$ cat config.mk
export PLATFORM = sky130hd
export DESIGN_NAME = sd_resp_rx
export DESIGN_NICKNAME = d
export VERILOG_FILES = /design/src/rtl/sd_resp_pkg.sv /design/src/rtl/sd_resp_crc.sv /design/src/rtl/sd_resp_status_dec.sv /design/src/rtl/sd_resp_rx.sv
export SDC_FILE = /design/constraint.sdc
export NUM_CORES = 1
export LEC_CHECK = 0
export ABC_CLOCK_PERIOD_IN_PS = 1600
export BUFFER_PORTS_ARGS = -buffer_cell sky130_fd_sc_hd__buf_2
export CELL_PAD_IN_SITES_DETAIL_PLACEMENT = 0
export CELL_PAD_IN_SITES_GLOBAL_PLACEMENT = 2
export CORE_UTILIZATION = 34
export DETAILED_ROUTE_END_ITERATION = 7
export GPL_ROUTABILITY_DRIVEN = 0
export HOLD_SLACK_MARGIN = 0.1
export PLACE_DENSITY = 0.69
export SYNTH_ARGS = -nofsm -noshare
export SYNTH_HDL_FRONTEND = slang
export SYNTH_SLANG_ARGS = --single-unit
$ cat constraint.sdc
create_clock -name clk -period 1.6 [get_ports clk]
set_input_delay 0.08 -clock clk [delete_from_list [all_inputs] [get_ports clk]]
set_output_delay 0.08 -clock clk [all_outputs]
set_load 0.05 [all_outputs]
$ cat src/rtl/sd_resp_pkg.sv
package sd_resp_pkg;

  // Decoded view of the address-publication status half
  typedef struct packed {
    logic [15:0] rca;
    logic        com_crc;
    logic        illegal;
    logic        gen_err;
    logic [3:0]  state;
    logic        ready;
    logic        app_cmd;
    logic        ake_err;
  } sd_stat_t;

  localparam int unsigned STAT_HALF = 16;

endpackage

$ cat src/rtl/sd_resp_crc.sv
module sd_resp_crc #(
  parameter int unsigned         CRC_W = 7,
  parameter logic [CRC_W-1:0]    POLY  = 7'h09
) (
  input  logic             clk,
  input  logic             rst_n,
  input  logic             en_i,
  input  logic             clr_i,
  input  logic             bit_i,
  output logic [CRC_W-1:0] crc_o
);

  logic [CRC_W-1:0] base;
  logic [CRC_W-1:0] nxt;
  logic             fb;

  // Serial LFSR step; clr_i restarts from zero with the current bit
  always_comb begin
    base = clr_i ? '0 : crc_o;
    fb   = bit_i ^ base[CRC_W-1];
    nxt  = {base[CRC_W-2:0], 1'b0} ^ (fb ? POLY : '0);
  end

  always_ff @(posedge clk) begin
    if (!rst_n)    crc_o <= '0;
    else if (en_i) crc_o <= nxt;
  end

endmodule

$ cat src/rtl/sd_resp_status_dec.sv
module sd_resp_status_dec
  import sd_resp_pkg::*;
#(
  parameter int unsigned IDX_W    = 6,
  parameter int unsigned ARG_W    = 32,
  parameter int unsigned ADDR_IDX = 3
) (
  input  logic [IDX_W-1:0] index_i,
  input  logic [ARG_W-1:0] arg_i,
  input  logic             io_only_i,
  output sd_stat_t         stat_o
);

  localparam int unsigned HALF = STAT_HALF;

  logic [HALF-1:0] st;
  assign st = arg_i[HALF-1:0];

  always_comb begin
    stat_o = '0;
    if (index_i == IDX_W'(ADDR_IDX)) begin
      stat_o.rca     = arg_i[ARG_W-1 -: HALF];
      stat_o.com_crc = st[HALF-1];
      stat_o.illegal = st[HALF-2];
      stat_o.gen_err = st[HALF-3];
      if (!io_only_i) begin
        stat_o.state   = st[12:9];
        stat_o.ready   = st[8];
        stat_o.app_cmd = st[5];
        stat_o.ake_err = st[3];
      end
    end
  end

endmodule

$ cat src/rtl/sd_resp_rx.sv
module sd_resp_rx
  import sd_resp_pkg::*;
#(
  parameter int unsigned FRAME_BITS = 48,
  parameter int unsigned IDX_W      = 6,
  parameter int unsigned ARG_W      = 32,
  parameter int unsigned CRC_W      = 7,
  parameter int unsigned ADDR_IDX   = 3
) (
  input  logic             clk,
  input  logic             rst_n,
  input  logic             bit_en,
  input  logic             cmd_in,
  input  logic             io_only,
  output logic             done,
  output logic             crc_err,
  output logic             frame_err,
  output logic [IDX_W-1:0] index,
  output logic [ARG_W-1:0] argument,
  output logic [15:0]      rca,
  output logic             st_com_crc,
  output logic             st_illegal,
  output logic             st_error,
  output logic [3:0]       st_state,
  output logic             st_ready,
  output logic             st_app_cmd,
  output logic             st_ake_err
);

  localparam int unsigned CNT_W    = $clog2(FRAME_BITS);
  localparam int unsigned CRC_SPAN = FRAME_BITS - CRC_W - 1;
  localparam int unsigned ARG_LSB  = CRC_W + 1;
  localparam int unsigned IDX_LSB  = ARG_LSB + ARG_W;
  localparam int unsigned DIR_POS  = FRAME_BITS - 2;

  logic                  busy;
  logic [CNT_W-1:0]      cnt;
  logic [FRAME_BITS-2:0] shreg;
  logic [FRAME_BITS-1:0] frame;
  logic [CRC_W-1:0]      crc_q;
  logic                  crc_en;
  logic                  last;
  logic [IDX_W-1:0]      f_idx;
  logic [ARG_W-1:0]      f_arg;
  sd_stat_t              f_stat;

  assign frame  = {shreg, cmd_in};
  assign f_idx  = frame[IDX_LSB +: IDX_W];
  assign f_arg  = frame[ARG_LSB +: ARG_W];
  assign crc_en = bit_en && (busy ? (cnt < CNT_W'(CRC_SPAN)) : !cmd_in);
  assign last   = busy && bit_en && (cnt == CNT_W'(FRAME_BITS - 1));

  sd_resp_crc #(.CRC_W(CRC_W)) u_crc (
    .clk   (clk),
    .rst_n (rst_n),
    .en_i  (crc_en),
    .clr_i (!busy),
    .bit_i (cmd_in),
    .crc_o (crc_q)
  );

  sd_resp_status_dec #(.IDX_W(IDX_W), .ARG_W(ARG_W), .ADDR_IDX(ADDR_IDX)) u_dec (
    .index_i   (f_idx),
    .arg_i     (f_arg),
    .io_only_i (io_only),
    .stat_o    (f_stat)
  );

  always_ff @(posedge clk) begin
    if (bit_en) shreg <= {shreg[FRAME_BITS-3:0], cmd_in};
  end

  always_ff @(posedge clk) begin
    if (!rst_n) begin
      busy       <= 1'b0;
      cnt        <= '0;
      done       <= 1'b0;
      crc_err    <= 1'b0;
      frame_err  <= 1'b0;
      index      <= '0;
      argument   <= '0;
      rca        <= '0;
      st_com_crc <= 1'b0;
      st_illegal <= 1'b0;
      st_error   <= 1'b0;
      st_state   <= '0;
      st_ready   <= 1'b0;
      st_app_cmd <= 1'b0;
      st_ake_err <= 1'b0;
    end else begin
      done <= 1'b0;
      if (bit_en) begin
        if (!busy) begin
          if (!cmd_in) begin
            busy <= 1'b1;
            cnt  <= CNT_W'(1);
          end
        end else begin
          cnt <= cnt + 1'b1;
        end
      end
      if (last) begin
        busy       <= 1'b0;
        done       <= 1'b1;
        index      <= f_idx;
        argument   <= f_arg;
        crc_err    <= (crc_q != frame[CRC_W:1]);
        frame_err  <= frame[FRAME_BITS-1] | frame[DIR_POS] | !frame[0];
        rca        <= f_stat.rca;
        st_com_crc <= f_stat.com_crc;
        st_illegal <= f_stat.illegal;
        st_error   <= f_stat.gen_err;
        st_state   <= f_stat.state;
        st_ready   <= f_stat.ready;
        st_app_cmd <= f_stat.app_cmd;
        st_ake_err <= f_stat.ake_err;
      end
    end
  end

endmodule

# Yosys cells after proc, flatten, opt, wreduce, memory -nomap -nowiden

Index checks and enable logic that the tools add are counted.

Bits in registers: 128
Bits in latches: 0
Memory bits (writable): 0
Bits in read-only memories: 0
Input port bits: 5
Output and inout port bits: 67
Logic and storage cells: 44
Memories kept: 0

Add/sub/neg operators: 1
$mul: 0
Divide/modulo/power cells: 0
Magnitude comparators: 1
Eq/ne operators: 4
Shift operators: 0
Muxes and demuxes: 10
Bitwise logic cells: 5
Reductions and logical operators: 6

Operators with widths:

| kind                                                                  | count |
|---|---|
| 26-bit 2-to-1 mux                                                     | 1 |
| 7-bit 2-to-1 mux                                                      | 2 |
| 6-bit 2-to-1 mux                                                      | 2 |
| 7-bit != test                                                         | 1 |
| 7-bit XOR                                                             | 1 |
| 6-bit by 1-bit adder with 6-bit output, second input constant         | 1 |
| 6-bit by 2-bit equality test with 1-bit output, second input constant | 1 |
| 6-bit equality test, second input constant                            | 1 |
| 6-bit < comparator, second input constant                             | 1 |
| 1-bit 2-to-1 mux                                                      | 4 |
| 4-bit 2-to-1 mux                                                      | 1 |
| 1-bit logical AND                                                     | 3 |
| 2-bit by 1-bit != test with 1-bit output, second input constant       | 1 |
| 1-bit OR                                                              | 2 |
| 2-bit AND reduction                                                   | 1 |
| 2-bit OR reduction                                                    | 1 |
| 1-bit logical NOT                                                     | 1 |
| 1-bit NOT                                                             | 1 |
| 1-bit XOR                                                             | 1 |

# Depth between registers and ports, before layout

Gate-level depths: netlist of run 1.

Depth after elaboration: 4
Mapped depth: 7
Depth with buffers taken out: 5

# Hierarchy

From an unflattened synthesis of run 1, not the netlist that was laid out.

Cell total of the unflattened synthesis: 321
Area, all modules: 4,444.3 um2

By module, submodules not included:

| module             | times used | cells each | area each (um2) | seq. area each (um2) |
|---|---|---|---|---|
| sd_resp_rx         | 1          | 252        | 3,908.7         | 2,892.8 |
| sd_resp_crc        | 1          | 37         | 301.5           | 140.1 |
| sd_resp_status_dec | 1          | 32         | 234.0           | 0.0 |

# Worst setup path before layout of run 1

Ideal clock, no wire load.

Path type: reg-to-reg
Start: register cnt[0]
End: register index[1]
Setup time: 0.117 ns
Arrival: 1.505 ns
Data required time: 1.483 ns
Setup slack: -0.021 ns
Stages on the path, launching flop included: 8
Path buffers: 2
Cells stage by stage: dfxtp_1 > ha_1 > nand3_1 > nor2_1 > a41oi_1 > buf_2 > buf_2 > a22o_1

Longest elaborated chain between the ends: 2

Ends and longest elaborated chain:

| element                | RTL line          | RTL |
|---|---|---|
| start, declared        | sd_resp_rx.sv:37  | `logic [CNT_W-1:0] cnt;` |
| start signal, assigned | sd_resp_rx.sv:99  | `cnt <= cnt + 1'b1;` |
| 6-bit equality test    | sd_resp_rx.sv:51  | `assign last = busy && bit_en && (cnt == CNT_W'(FRAME_BITS - 1));` |
| 1-bit logical AND      | sd_resp_rx.sv:51  |  |
| end signal, assigned   | sd_resp_rx.sv:105 | `index <= f_idx;` |
| end, declared          | sd_resp_rx.sv:18  | `output logic [IDX_W-1:0] index,` |

No other way between the ends.
A chain may end at the register's enable or synchronous reset.

# Final worst setup path of run 1

Start: register cnt[1]
End: register rca[13]

Longest elaborated chain between the ends: 2

Ends and longest elaborated chain:

| element              | RTL line          | RTL |
|---|---|---|
| 6-bit equality test  | sd_resp_rx.sv:51  |  |
| 1-bit logical AND    | sd_resp_rx.sv:51  |  |
| end signal, assigned | sd_resp_rx.sv:109 | `rca <= f_stat.rca;` |
| end, declared        | sd_resp_rx.sv:20  | `output logic [15:0] rca,` |

No other way between the ends.

==> results.toml, run 1 <==
[outcome]
outcome = "complete, but fails checks"
failed_checks = "setup timing"

[global_route]
grt_max_degree = 67
grt_overflow = 0
grt_pass1_vias = 2667
grt_pass1_wl_um = 14400
antenna_found_initial = 0
track_usage_pct = 14.9

[synth]
yosys.area.top_type = "dfxtp_1"
netlist_area_um2 = 4210
syn_nets = 295
yosys_warnings = 0
synth_edf_count = 47
synthArstFlopShare_pct = 0
avgSynthCellArea_um2 = 14.6
synthFlopType = "dfxtp_1"
ys_seq_area_share_pct = 72.1
synth_seq_cells = 128
yosys.cell_types.count = 35
synth_top_area_share_pct = 38.5
syn-instance-count = 289
synth_area_leaders = "dfxtp_1, edfxtp_1, a22o_1, a22o_2, nand4_1"

[die]
die_h_um = 113
core_um2 = 12100
dieArea_um2 = 12800
rows = 40
initial_core_util_pct = 34.9
fp.dieW_um = 113
ioPinCount = 72

[drt]
drtIter0Drc = 213
dr.pass1.iters = 6
drt-total-wl_um = 9570
final_antenna_net_count = 0
num_vias = 2812
wl_per_cell_um = 16.6
via_per_inst = 4.87
drcViolationCount = 0

[place]
io_buffers = 71
dp_cells = 528
post-dp-hpwl_um = 5360

[worst_setup_path]
critical_path_arrival_ps = 1960
crit_family = "compound AO/OA/AOI/OAI gates"
crit_chain = "ha_4 > nand3_4 > nor2_4 > a41oi_4 > buf_12 > clkbuf_16 > a22o_2"
cp-end-kind = "flip-flop"
crit_path_top_delay_cell = "dfxtp_2"
r2r_cells = 7
cpPeakStageDelay_ps = 350
r2r-end = "rca[13]"
worstSetupStartpoint = "cnt[1]"
path_depth = 7
path_buf_inv = 2
rr_startpoint = "cnt[1]"
crit_end = "rca[13]"
path_class = "flip-flop to flip-flop"
reg2reg_slack_ps = -50
crit_path_start_kind = "flip-flop"
critPathMaxFanout = 8
cp.required_ps = 1910

[timing]
fin_crit_ps = 1650
drv_slew = 0
setup_slack_ps = -51.6
setup_viol = 27
hold_viol = 0
worstMarginPinSlew_ps = 479
max_clock_freq_mhz = 605
fin_crit_sh_pct = 103
final.setup.tns_ps = -557
maxSlewHeadroom_pct = 67.7
fin_skew_ps = 13.4
grt_setup_unrepaired = "yes"

[cells_and_area]
fin_cells = 577
nets = 402
final_cell_mix = "dfxtp_1, buf_2, a22o_1, edfxtp_1, clkbuf_16"
drive_gt1_share_pct = 38.4
regArea_um2 = 3040
diodes = 0
n_fill_cell = 1074
multiInputGateArea_um2 = 1150
final_common_cell = "dfxtp_1"
area_growth_pct = 37.0

[hold_path]
min_path_type = "input pin to flip-flop"

[power_and_ir_drop]
p_leak_nw = 2.41
powerDensity_nw_per_um2 = 1290
ir_drop_mv = 0.512
power_w = 0.00744

[clock_tree]
cts_made_buffers = 17
cts_buffer_depth = 2
cts_root_buf = "clkbuf_16"
cts_tree = "yes"
cts.htree.levels = 4
clock_latency_ps = 420
clk_pin_slew_ps = 60
cts_sinks = 128

[flow_run]
maxCapViolations = 0
==> logic make-up after synthesis <==
kind of cell	after synthesis	share of synthesized area (%)
AO/OA/AOI/OAI	86	17.2
XOR/XNOR	10	2.08
adder cells (fa/ha/maj)	1	0.297
buffers and inverters	23	2.85
flip-flops	128	72.1
multiplexers	1	0.238
AND/OR/NAND/NOR	40	5.32
==> metrics by stage <==
stage	utilization [%]	hold WS, ps	worst slack (ps)	area [um2]
2_1_floorplan	-	179	4.62	4220
3_3_place_gp	40.5	337	-60.4	4890
3_5_place_dp	40.5	345	-87.1	4890
4_1_cts	45.9	130	-54.9	5530
5_1_grt	47.8	156	-139	5770
6_report	47.8	139	-51.6	5770
==> worst min-delay path by stage <==
| stage | from | to | slack, ps | cells after the start |
|---|---|---|---|---|
| after floorplan | cmd_in | shreg[0] | 180 | 0 |
| after global routing | io_only | st_state[2] | 160 | 4 |
| final | io_only | st_state[2] | 140 | 4 |
| after detailed placement | cmd_in | shreg[0] | 340 | 1 |
| after CTS | io_only | st_ready | 130 | 4 |
| after global placement | cmd_in | shreg[0] | 340 | 1 |
==> layer usage <==
metal  share of wire [%]  global-route usage (%)  vias up  wire length [um]
met3                 4.4                    4.82       11               424
met4                 1.4                    7.37        0               138
met1                  49                    19.9     1401              4670
li1                    -                       -     1328                 -
met2                  45                    21.9       72              4340
met5                   0                       0        -                 0
==> synth_stat cells, types with 5 or more instances <==
master	n
a21oi_1	9
a22o_1	56
a22o_2	10
buf_2	6
clkbuf_1	7
dfxtp_1	81
edfxtp_1	47
nand2_1	9
nand3_1	5
nand4_1	8
nor2_1	5
xnor2_1	5
xor2_1	5
==> what timing repair did <==
| action | in CTS | in global routing |
|---|---|---|
| endpoints found under the hold margin | 4 | 0 |
| resized for setup | 9 | 11 |
| pin swaps | 0 | 22 |
| endpoints found under the setup margin | 38 | 66 |
| setup buffers | 3 | 5 |
| hold buffers | 2 | 0 |
| cloned | 1 | 6 |
==> registers in the layout, summed over array words and instances (netlist names) <==
signal       count
st_state         4
st_ready         1
st_ake_err       1
st_com_crc       1
shreg           47
frame_err        1
argument        32
crc_err          1
done             1
st_illegal       1
st_error         1
cnt              6
u_crc.crc_o      7
busy             1
st_app_cmd       1
rca             16
index            6
==> power breakdown <==
group	total [W]	leakage, nW	switching (W)	internal [W]
Clock	0.00370	0.282	0.00150	0.00220
Combinational	0.000223	1.02	0.000126	0.0000975
Sequential	0.00352	1.11	0.0000564	0.00346
Total	0.00744	2.41	0.00168	0.00576
==> cell type report <==
| type | instances | area share [%] |
|---|---|---|
| Sequential cell | 128 | 52.6 |
| Clock buffer | 18 | 7.62 |
| Inverter | 4 | 0.260 |
| Tap cell | 168 | 3.65 |
| Timing Repair Buffer | 107 | 13.7 |
| Multi-Input combinational cell | 138 | 19.9 |
| Clock inverter | 14 | 2.19 |
==> worst reg2reg max path, cell delays in order (launching register included) <==
cell	delay, ps
dfxtp_2	350
ha_4	160
nand3_4	90
nor2_4	140
a41oi_4	200
buf_12	210
clkbuf_16	150
a22o_2	250
Power figures use the tool's default switching activity.
==> run 2, diff against run 1 <==
Settings changed: ABC_CLOCK_PERIOD_IN_PS 1600 to 2000, CORE_UTILIZATION 34 to 41, PLACE_DENSITY 0.69 to 0.79.
Clock period 1.6 ns to 2 ns, I/O delays scaled along.
==> run 2 against run 1 <==
- the flow now finishes without violations
- first-iteration DRC count is 44% lower
- sequential power fell by 20%
- non-clock buffer count is 21 lower
- largest power group unchanged
- critical endpoint is now rca[12]
==> results.toml, run 2 (synthesized netlist as in run 1, its figures left out) <==
[die]
core_um2 = 9860
ioPinCount = 72
dieArea_um2 = 10700
rows = 36
initial_core_util_pct = 42.7
fp.dieW_um = 103
die_h_um = 103

[cells_and_area]
nets = 381
area_growth_pct = 28.4
largest_reg_flops = 47
regMostFlops = "shreg"
top_regs = "shreg x47, argument x32, rca x16"
final_core_util_pct = 54.8
n_fill_cell = 818
final_cell_mix = "dfxtp_1, buf_2, a22o_1, edfxtp_1, clkbuf_16"
final_common_cell = "dfxtp_1"
drive_gt1_share_pct = 32.5
diodes = 0

[power_and_ir_drop]
swShare_pct = 22.1
powerDensity_nw_per_um2 = 1120
pwr-share-clk_pct = 51.4
p_leak_nw = 2.26
comb_power_share_pct = 2.0
p_switching_w = 0.00134
seqPwrFrac_pct = 46.6
p_int_w = 0.00471
power_w = 0.00604
ir_drop_mv = 0.575

[timing]
grt_setup_unrepaired = "no"
maxSlewHeadroom_pct = 62.5
fin_crit_ps = 1730
worstMarginPinSlew_ps = 561
max_clock_freq_mhz = 577
drv_slew = 0
fin_skew_ps = 9.94
setup_viol = 0
hold_viol = 0
fin_crit_sh_pct = 86.7
final.setup.tns_ps = 0

[drt]
wl_met3_um = 335
wl_met2_um = 3670
final_antenna_net_count = 0
drt-total-wl_um = 8090
wl_per_cell_um = 15.5
via_per_inst = 5.07
drtIter0Drc = 119
dr.pass1.iters = 4
wl_met1_um = 3950
topRoutingLayerUsed = "met4"
num_vias = 2642
drcViolationCount = 0

[outcome]
outcome = "finished, final reports clean"

[worst_setup_path]
crit_path_top_delay_cell = "dfxtp_1"
crit_chain = "ha_1 > nand3_1 > nor2_1 > a41oi_4 > buf_12 > a22o_2"
crit_path_start_kind = "flip-flop"
crit_family = "compound AO/OA/AOI/OAI gates"
critical_path_arrival_ps = 2140
cpPeakStageDelay_ps = 370
path_buf_inv = 1
path_class = "flip-flop to flip-flop"
worstSetupStartpoint = "cnt[0]"
critPathMaxFanout = 67
reg2reg_slack_ps = 270
cp-end-kind = "flip-flop"
cp.required_ps = 2410
rr_startpoint = "cnt[0]"

[clock_tree]
clk_pin_slew_ps = 60
cts_buffer_depth = 2
clock_latency_ps = 520
post-cts-setup-buffers = 0
cts_made_buffers = 17
cts.htree.levels = 4
cts_sinks = 128
cts_root_buf = "clkbuf_8"
cts_tree = "yes"

[global_route]
grt_pass1_wl_um = 13100
grt_pass1_vias = 2527
antenna_found_initial = 0
track_usage_pct = 16.7
grt_overflow = 0
grt_max_degree = 68

[flow_run]
maxCapViolations = 0

[hold_path]
worstHoldStart = "cmd_in"
min_path_type = "input pin to flip-flop"

[place]
post-dp-hpwl_um = 5060
io_buffers = 71
==> run 2: changes by cell type in the layout (fill, tap and decap cells not counted), sizes merged <==
cell / change
dlygate4sd3: +3
bufinv: +1
clkinv: -4
inv: +2
clkbuf: -3
buf: -20
==> run 2: what timing repair did <==
item                      4_1_cts  5_1_grt
resized for setup               0        0
hold endpoints to repair       17        0
hold buffers                    5        0
==> run 2: layout make-up <==
cell class | count | area [um2] | area share [%]
clock inverters | 13 | 163 | 3.01
well taps | 133 | 166 | 3.08
repair buffers | 86 | 493 | 9.12
clock buffers | 19 | 443 | 8.20
flip-flops and latches | 128 | 3030 | 56.1
inverters | 4 | 15.0 | 0.278
multi-input cells | 138 | 1090 | 20.2
==> run 2: final timing paths <==
kind / end / cells after the start
worst min register to register: shreg[46] / 0
worst max-delay path: rca[12] / 6
worst min-delay path: shreg[0] / 2
worst max register to register: rca[12] / 6
==> run 2: worst reg2reg max path: cells and delay by family (launching register included) <==
family	cells	cell delay [ps]
AO/OA/AOI/OAI	2	460
adder cells (fa/ha/maj)	1	220
buffers and inverters	1	230
flip-flops	1	370
AND/OR/NAND/NOR	2	360
==> run 2: metal layers <==
layer	GRT usage, %	vias up
li1	-	1284
met1	22.7	1284
met2	24.2	59
met3	5.58	15
met4	7.48	0
met5	0	-
==> run 2: metrics by stage <==
stage | instance area, um2 | hold slack (ps) | setup WS, ps | cells
global route | 5400 | 356 | 136 | 521
detailed placement | 4750 | 360 | 258 | 484
finish | 5400 | 370 | 266 | 521
CTS | 5400 | 350 | 254 | 521
floorplan | 4210 | 199 | 379 | 289
global placement | 4750 | 359 | 310 | 484
==> run 2: power by group through the flow <==
stage	combinational (W)	sequential, W	clock [W]
floorplan	0.0000641	0.00285	0
global placement	0.000113	0.00287	0
detailed placement	0.000115	0.00287	0
CTS	0.000122	0.00282	0.00317
global route	0.000136	0.00282	0.00327
finish	0.000120	0.00282	0.00311
